File: config.mk
export PLATFORM = sky130hd
export DESIGN_NAME = txline_core
export DESIGN_NICKNAME = d
export VERILOG_FILES = /design/src/rtl/txline_pkg.sv /design/src/rtl/txline_ctrl.sv /design/src/rtl/txline_dp.sv /design/src/rtl/txline_core.sv
export SDC_FILE = /design/constraint.sdc
export NUM_CORES = 1
export LEC_CHECK = 0
export ABC_CLOCK_PERIOD_IN_PS = 6200
export BUFFER_PORTS_ARGS = -buffer_cell sky130_fd_sc_hd__buf_2
export CAP_MARGIN = 10
export CORE_ASPECT_RATIO = 1.1
export CORE_MARGIN = 5
export CORE_UTILIZATION = 40
export DETAILED_ROUTE_END_ITERATION = 16
export GPL_TIMING_DRIVEN = 0
export SYNTH_ARGS = -nofsm -noshare
export SYNTH_HDL_FRONTEND = slang
export SYNTH_SLANG_ARGS = --single-unit
File: constraint.sdc
create_clock -name clk -period 6.2 [get_ports clk]
set_clock_uncertainty 0.1 [all_clocks]
set_input_delay 0.31 -clock clk [delete_from_list [all_inputs] [get_ports clk]]
set_output_delay 0.31 -clock clk [all_outputs]
set_load 0.01 [all_outputs]
File: src/rtl/txline_pkg.sv
package txline_pkg;
  localparam int DW = 8;   // widest character
  localparam int FW = 12;  // start + 8 data + parity + 2 stop
  localparam int LW = 4;   // frame length counter width

  typedef struct packed {
    logic load;   // move oldest character into shifter
    logic shift;  // advance one serial bit
    logic emit;   // normal frame finished
  } txStrobe_t;
endpackage

File: src/rtl/txline_ctrl.sv
module txline_ctrl
  import txline_pkg::*;
#(
  parameter int DEPTH = 4,
  parameter int CW = $clog2(DEPTH + 1)
) (
  input  logic          clk,
  input  logic          rstN,
  input  logic          wrEn,
  input  logic          fifoClr,
  input  logic          bitTick,
  input  logic          breakOn,
  input  logic [CW-1:0] bufCount,
  input  logic [LW-1:0] frameLen,
  output txStrobe_t     strb,
  output logic          busy,
  output logic          brkMode,
  output logic          holdEmpty,
  output logic          shiftEmpty,
  output logic          threIrq
);
  logic [LW-1:0] bitsLeft;
  logic bufHas, lastOne, brkStart, brkEnd, lastTick;

  always_comb begin
    bufHas   = (bufCount != '0);
    lastOne  = (bufCount == CW'(1));
    brkEnd   = busy && brkMode && !breakOn;
    brkStart = busy && !brkMode && breakOn;
    lastTick = busy && bitTick && (bitsLeft == LW'(1)) && !brkEnd && !brkStart;
    strb.load  = !busy && bufHas && !fifoClr;
    strb.shift = busy && bitTick && !brkMode && !brkStart;
    strb.emit  = lastTick && !brkMode;
  end

  always_ff @(posedge clk or negedge rstN) begin
    if (!rstN) begin
      busy     <= 1'b0;
      brkMode  <= 1'b0;
      bitsLeft <= '0;
    end else if (strb.load) begin
      busy     <= 1'b1;
      brkMode  <= breakOn;
      bitsLeft <= frameLen;
    end else if (brkEnd) begin
      busy    <= 1'b0;
      brkMode <= 1'b0;
    end else if (brkStart) begin
      brkMode  <= 1'b1;
      bitsLeft <= frameLen;
    end else if (busy && bitTick) begin
      if (bitsLeft == LW'(1)) begin
        busy    <= 1'b0;
        brkMode <= 1'b0;
      end else begin
        bitsLeft <= bitsLeft - LW'(1);
      end
    end
  end

  always_ff @(posedge clk or negedge rstN) begin
    if (!rstN) begin
      holdEmpty  <= 1'b1;
      shiftEmpty <= 1'b1;
      threIrq    <= 1'b0;
    end else begin
      if (fifoClr)                    holdEmpty <= 1'b1;
      else if (wrEn)                  holdEmpty <= 1'b0;
      else if (strb.load && lastOne)  holdEmpty <= 1'b1;

      if (wrEn)                       threIrq <= 1'b0;
      else if (strb.load && lastOne)  threIrq <= 1'b1;

      if (strb.load)                                        shiftEmpty <= 1'b0;
      else if ((lastTick || brkEnd) && (!bufHas || fifoClr)) shiftEmpty <= 1'b1;
      else if (!busy && !bufHas)                            shiftEmpty <= 1'b1;
    end
  end
endmodule

File: src/rtl/txline_dp.sv
module txline_dp
  import txline_pkg::*;
#(
  parameter int DEPTH = 4,
  parameter int CW = $clog2(DEPTH + 1)
) (
  input  logic          clk,
  input  logic          rstN,
  input  logic          wrEn,
  input  logic [DW-1:0] wrData,
  input  logic          fifoClr,
  input  logic [1:0]    wordLen,
  input  logic          parityOn,
  input  logic          parityEven,
  input  logic          parityStick,
  input  logic          twoStop,
  input  logic          loopOn,
  input  txStrobe_t     strb,
  output logic [CW-1:0] bufCount,
  output logic [LW-1:0] frameLen,
  output logic          serBit,
  output logic [DW-1:0] loopData,
  output logic          loopValid
);
  localparam int PW = (DEPTH > 1) ? $clog2(DEPTH) : 1;

  logic [DW-1:0] mem [DEPTH];
  logic [PW-1:0] head, tail;
  logic [FW-1:0] shReg, frm;
  logic [DW-1:0] curChar, headChar, dataMask;
  logic          parBit, full, pushAdv;
  int            nData;

  function automatic logic [PW-1:0] nextPtr(input logic [PW-1:0] p);
    return (p == PW'(DEPTH - 1)) ? '0 : p + PW'(1);
  endfunction

  always_comb begin
    nData    = int'(wordLen) + 5;
    headChar = mem[tail];
    dataMask = DW'((1 << nData) - 1);
    parBit   = parityStick ? 1'b1 :
               (parityEven ? ^(headChar & dataMask) : ~^(headChar & dataMask));
    frm    = '1;
    frm[0] = 1'b0;
    for (int i = 0; i < DW; i++)
      if (i < nData) frm[1 + i] = headChar[i];
    if (parityOn) frm[1 + nData] = parBit;
    frameLen = LW'(2 + nData + int'(parityOn) + int'(twoStop));
    full     = (bufCount == CW'(DEPTH));
    pushAdv  = wrEn && !full;
    serBit   = shReg[0];
  end

  always_ff @(posedge clk or negedge rstN) begin
    if (!rstN) begin
      head <= '0; tail <= '0; bufCount <= '0;
    end else if (fifoClr) begin
      head <= '0; tail <= '0; bufCount <= '0;
    end else begin
      if (pushAdv)   head <= nextPtr(head);
      if (strb.load) tail <= nextPtr(tail);
      bufCount <= bufCount + CW'(pushAdv) - CW'(strb.load);
    end
  end

  always_ff @(posedge clk)
    if (wrEn && !fifoClr) mem[head] <= wrData;

  always_ff @(posedge clk or negedge rstN) begin
    if (!rstN) begin
      shReg     <= '1;
      curChar   <= '0;
      loopData  <= '0;
      loopValid <= 1'b0;
    end else begin
      loopValid <= 1'b0;
      if (strb.load) begin
        shReg   <= frm;
        curChar <= headChar & dataMask;
      end else if (strb.shift) begin
        shReg <= {1'b1, shReg[FW-1:1]};
      end
      if (strb.emit && loopOn) begin
        loopData  <= curChar;
        loopValid <= 1'b1;
      end
    end
  end
endmodule

File: src/rtl/txline_core.sv
module txline_core
  import txline_pkg::*;
#(
  parameter int DEPTH = 4
) (
  input  logic       clk,
  input  logic       rstN,
  input  logic       wrEn,
  input  logic [7:0] wrData,
  input  logic       fifoClr,
  input  logic [1:0] wordLen,
  input  logic       parityOn,
  input  logic       parityEven,
  input  logic       parityStick,
  input  logic       twoStop,
  input  logic       breakOn,
  input  logic       loopOn,
  input  logic       bitTick,
  output logic       txOut,
  output logic       holdEmpty,
  output logic       shiftEmpty,
  output logic       threIrq,
  output logic [7:0] loopData,
  output logic       loopValid
);
  localparam int CW = $clog2(DEPTH + 1);

  txStrobe_t     strb;
  logic [CW-1:0] bufCount;
  logic [LW-1:0] frameLen;
  logic          busy, brkMode, serBit;

  txline_ctrl #(.DEPTH(DEPTH), .CW(CW)) u_ctrl (
    .clk(clk), .rstN(rstN), .wrEn(wrEn), .fifoClr(fifoClr), .bitTick(bitTick),
    .breakOn(breakOn), .bufCount(bufCount), .frameLen(frameLen), .strb(strb),
    .busy(busy), .brkMode(brkMode), .holdEmpty(holdEmpty),
    .shiftEmpty(shiftEmpty), .threIrq(threIrq)
  );

  txline_dp #(.DEPTH(DEPTH), .CW(CW)) u_dp (
    .clk(clk), .rstN(rstN), .wrEn(wrEn), .wrData(wrData), .fifoClr(fifoClr),
    .wordLen(wordLen), .parityOn(parityOn), .parityEven(parityEven),
    .parityStick(parityStick), .twoStop(twoStop), .loopOn(loopOn), .strb(strb),
    .bufCount(bufCount), .frameLen(frameLen), .serBit(serBit),
    .loopData(loopData), .loopValid(loopValid)
  );

  always_comb begin
    if (loopOn)                  txOut = 1'b1;
    else if (breakOn || brkMode) txOut = 1'b0;
    else if (busy)               txOut = serBit;
    else                         txOut = 1'b1;
  end
endmodule

* After elaboration in Yosys (flattened, before gate mapping)
Memory sizes are Yosys's and may differ from the RTL's.
Cells that the tools add are included.
** Operators by class
- $mul :: 0
- Muxes and demuxes :: 48
- Add/sub/neg operators :: 11
- Bitwise operators :: 1
- Divide/modulo/power cells :: 0
- Shift operators :: 1
- Equal/unequal tests :: 8
- Reduce and logical (&&, ||, !) cells :: 48
- $lt $le $gt $ge :: 10
** Operators with widths (number)
- $lt A4 B32 Y1 const A :: 4
- $lt A3 B32 Y1 const A :: 2
- $mux W12 :: 3
- $add A2 B32 Y32 const A :: 1
- $ge A32 B1 Y1 const B :: 1
- $lt A1 B32 Y1 const A :: 1
- $lt A2 B32 Y1 const A :: 1
- $lt A32 B6 Y1 const B :: 1
- $shl A1 B32 Y8 const A :: 1
- $mux W1 :: 31
- $logic_and A1 B1 Y1 :: 20
- $mux W4 :: 5
- $reduce_bool A3 Y1 :: 6
- $bwmux W12 :: 1
- $mux W2 :: 6
- $add A4 B2 Y4 :: 2
- $and A8 B8 Y8 :: 1
- $logic_not A1 Y1 :: 8
- $reduce_bool A2 Y1 :: 4
- $reduce_bool A4 Y1 :: 2
- $reduce_xnor A8 Y1 :: 1
- $reduce_xor A8 Y1 :: 1
- $sub A8 B2 Y8 const B :: 1
- $reduce_and A3 Y1 :: 2
- 17 further kinds :: 21
** Word-level totals
- Memory bits (writable) :: 32
- Bits in read-only memories :: 0
- Bits in latches :: 0
- Input bits :: 21
- Register bits after elaboration :: 45
- Memories kept :: 1
- Word-level logic and storage cells :: 141
** Memory list
- u_dp.mem :: words 4, width 8, rd ports 1, clocked after Yosys merged registers in 0, write ports 1, line txline_dp.sv:27 : logic [DW-1:0] mem [DEPTH];

* Logic depth before layout (Yosys ltp)
- Depth in word-level cells :: 10
- Mapped depth :: 12
- Mapped depth without buffers :: 10

* Modules after synthesis
From an unflattened synthesis, not the netlist that was laid out.
** Unflattened totals
- Cells, all modules :: 343
- Area total of the unflattened synthesis :: 4077.7 µm²
** By module, submodules not included
- txline_dp :: sequential area each 1876.8 µm², area an instance 3445.8 µm², cells each 273, times used 1
- txline_ctrl :: sequential area each 227.7 µm², area an instance 614.3 µm², cells each 67, times used 1
- txline_core :: sequential area each 0.0 µm², area an instance 17.5 µm², cells each 3, times used 1

* Worst setup path after synthesis
No wires, ideal clock.
- Path type :: register to register
- Start :: register u_dp.bufCount[1]
- End :: register u_dp.bufCount[2]
- Data required time :: 5.969 ns
- Stages on the path, launching flop included :: 13
- Data arrival time :: 2.466 ns
- Clock period less this slack :: 2.698 ns
- Path buffers :: 2
- Setup slack :: 3.502 ns
- Path through :: dfrtp_1 nor3_1 or3_1 clkbuf_1 inv_1 clkbuf_1 ha_1 inv_1 ha_1 inv_1 fa_1 xnor2_1 nor2_1
** RTL lines
- start: declaration :: line txline_dp.sv:19 : output logic [CW-1:0] bufCount,
- start signal: assignment :: line txline_dp.sv:63 : bufCount <= bufCount + CW'(pushAdv) - CW'(strb.load);

==> results by group <==
Outcome
  • Outcome: complete, no violations

Detailed routing
  • Via density: between 5 and 6
  • DRC violations left: 0
  • Post-DRT Antenna Nets: 0
  • Routed WL per cell: around 15 um
  • Vias: roughly 2500
  • First-pass DRT Iterations: 4
  • Final wirelength: between 7 and 8 mm
  • Initial DRC Count: between 60 and 70

Clock network
  • Root Buffer: clkbuf_8
  • Clock Sinks: just under 80
  • Post-CTS Setup Repair Bufs: 0
  • CTS HTree Levels: 3
  • Post-CTS sizing: 0
  • Cts hold-fix bufs: 0
  • CTS max path bufs: 2
  • CTS tree: yes
  • Inserted Clock Buffers: 9
  • Worst skew pair latency: around 0.35 ns
  • Clock transition at path regs: approximately 0.090 ns

Worst setup path
  • Highest-delay cell along the critical path: dfrtp_1
  • Most used cell, CP: inv_1
  • Worst Path Max Fanout: 10
  • Critical Path End Type: register
  • Nature of the critical path startpoint: register
  • CP Data Arrival Time: approximately 3.4 ns
  • WP buf/inv: 5
  • CP max stage delay: ~0.45 ns
  • CP top delay family: adder cells
  • Cells along the critical path: nor3_1 -> or3_1 -> clkbuf_1 -> inv_1 -> clkbuf_1 -> ha_1 -> inv_1 -> ha_1 -> inv_1 -> fa_1 -> xnor2_1 -> nor2_1
  • WP data required: about 6.3 ns
  • CP Class: register to register

Yosys
  • Mapped Area: 0.00377 sq mm
  • Syn nets: between 300 and 400
  • Syn_area_per_cell: ~12 sq um
  • Register bit total from synthesis: 77
  • Fraction of registers with async set/reset: roughly three fifths
  • Synth Warn #: 0
  • Post-synth EDFFs: 32
  • Post-synth cell types: 48
  • Synth Instances: between 300 and 400
  • Ys flop type: edfxtp_1
  • Register area share after synthesis: 55.8%

Placement
  • GPL Wtd Cong: between 0.8 and 0.9
  • Port bufs: 33
  • DP HPWL: 5.15 mm
  • Post-place setup slack: between 3 and 4 ns

Floorplanning
  • Row count: 37
  • Area of the core: between 0.009 and 0.01 sq mm
  • Die Wd: 103 um
  • DIE AREA: 0.0115 sq mm
  • IO Count: 34
  • Initial Util: between 40% and 50%
  • Die Y: approximately 110 um

STA
  • Final Max Tran Viols: 0
  • Setup WS post-layout: between 2 and 3 ns
  • Final Hold Fails: 0
  • Post-Route Setup TNS: 0 ns
  • Max Fclk: between 300 and 400 MHz
  • Minimum clock period: about 3.3 ns
  • # setup viols final: 0
  • RSZ-0062 raised after global routing: false
  • Worst Tran Pin Value: 0.998 ns
  • Slew Limit Headroom: 33.4%
  • Tcrit/Tclk final: 52.5%

GRT
  • First-pass GRT wire length: around 13 mm
  • Initial antenna violation count: 0
  • Vias in the first global route: around 2600
  • Overall routing resource usage: around 14%
  • GRT overflow: 0
  • Largest net degree at the start of global routing: between 40 and 50

Cells and area
  • Nets: ~410
  • N_diodes: 0
  • Share of layout cells above drive strength 1: approximately a fifth
  • Area Overhead vs Synth: 12.9%

Power
  • Leakage: roughly 1.9 nW
  • Power density over the cells: around 390 mW/mm^2
  • Max VDD drop: between 150 and 200 uV

Run
  • Max-cap violations: 0

Min path
  • Hold Path Class: input port to asynchronous set/reset pin
[cell usage after synthesis (2+ instances only)]
cell type,instances,area [sq um]
nand2b_1,3,18.8
clkbuf_1,12,45.0
inv_1,19,71.3
or3_1,2,12.5
o22ai_1,3,18.8
a41oi_1,2,17.5
dfrtp_1,31,776
a31oi_1,6,37.5
mux4_1,6,158
nor3b_1,2,15.0
mux4_2,2,45.0
dfstp_2,14,368
a22oi_1,2,15.0
nand3_1,2,10.0
nand2_1,68,255
and2_1,4,25.0
nor2b_1,3,18.8
nor2_1,14,52.6
ha_1,19,238
xnor2_1,6,52.6
fa_1,2,40.0
xor2_1,3,26.3
edfxtp_1,32,961
a21oi_1,14,70.1
nor3_1,4,20.0
mux2i_1,5,50.1
o31ai_1,3,22.5
o21ai_0,19,95.1
and3_1,4,25.0
o21bai_1,2,15.0
[routing by layer]
| layer | vias to the layer above | wire length [um] | track usage (%) | part of all wire, % |
|---|---|---|---|---|
| met1 | 1228 | 3230 | 17.8 | 44 |
| met2 | 34 | 3660 | 22.8 | 50 |
| met5 | - | 0 | 0 | 0 |
| li1 | 1228 | - | - | - |
| met4 | 0 | 189 | 6.47 | 2.6 |
| met3 | 12 | 271 | 3.45 | 3.7 |
[kinds of logic (layout without fill, tap and decap cells)]
group | count (synthesis) | count (layout) | synth area share (%)
xor gates and xnor gates | 11 | 11 | 3.32
DFF | 77 | 77 | 55.8
adders and majority gates | 22 | 22 | 7.64
and+or+nand+nor | 110 | 110 | 13.1
AOI/OAI and AO/OA | 58 | 58 | 9.46
muxes | 14 | 14 | 7.01
buffers and inverters | 34 | 83 | 3.62
[metrics by stage]
stage	hold WS, ns	utilization [%]	std cells	total power [W]	area, sq um
2_1_floorplan	-0.0856	-	326	0.00118	3770
3_3_place_gp	0.351	43.8	476	0.00132	4080
3_5_place_dp	0.357	43.8	476	0.00134	4080
4_1_cts	0.0432	45.7	492	0.00170	4260
5_1_grt	0.0588	45.7	492	0.00181	4260
6_report	0.0102	45.7	492	0.00167	4260
[worst register-to-register path: cells and delay by family (launching register included)]
family	cells	cell delay (ns)
XOR/XNOR	1	0.19
adder cells (fa/ha/maj)	3	0.89
buffers and inverters	5	0.83
flip-flops	1	0.45
AND/OR/NAND/NOR	3	0.66
[state kept, by name, summed over array words and instances (netlist names)]
register / cells
u_ctrl.bitsLeft: 4
u_ctrl.brkMode: 1
u_ctrl.busy: 1
u_ctrl.holdEmpty: 1
u_ctrl.shiftEmpty: 1
u_ctrl.threIrq: 1
u_dp.bufCount: 3
u_dp.curChar: 8
u_dp.head: 2
u_dp.loopData: 8
u_dp.loopValid: 1
u_dp.mem: 32
u_dp.shReg: 12
u_dp.tail: 2
[path summary, 6_finish.rpt]
kind                                    end  slack, ns  cells after the start              from
setup / recovery           u_dp.bufCount[2]       2.95                     12  u_dp.bufCount[1]
hold / removal             u_dp.loopData[6]       0.01                      1              rstN
setup reg to reg           u_dp.bufCount[2]       2.95                     12  u_dp.bufCount[1]
hold reg to reg            u_dp.loopData[4]       0.37                      2  u_dp.loopData[4]
max in group asynchronous    u_ctrl.threIrq       5.35                      1              rstN
min in group clk           u_ctrl.holdEmpty       0.07                      2              wrEn
[placed cells by master, fill, tap and decap left out, types with 6 or more instances in the layout]
master	count
clkbuf_1	13
clkbuf_8	10
dfrtp_1	31
o21ai_0	19
dfstp_2	14
xnor2_1	6
inv_1	19
mux4_1	6
a31oi_1	6
edfxtp_1	32
a21oi_1	14
nor2_1	14
ha_1	19
buf_2	33
nand2_1	68
[report_power, final]
part,internal [W],switching [W],leakage [nW]
sequential,0.000672,0.0000681,0.843
clock,0.000157,0.000193,0.0897
combinational,0.000256,0.000327,0.950
[area by class of cell]
type                       instances  area, sq um
inverter                          20         75.1
tap                              117          146
fill                             885         5050
sequential                        77         2100
multi-input combinational        215         1530
clock buffer                      11          141
clock inverter                     5         35.0
timing repair buffer              33          165
buffer                            14         61.3
(Power assumes the default switching activity.)
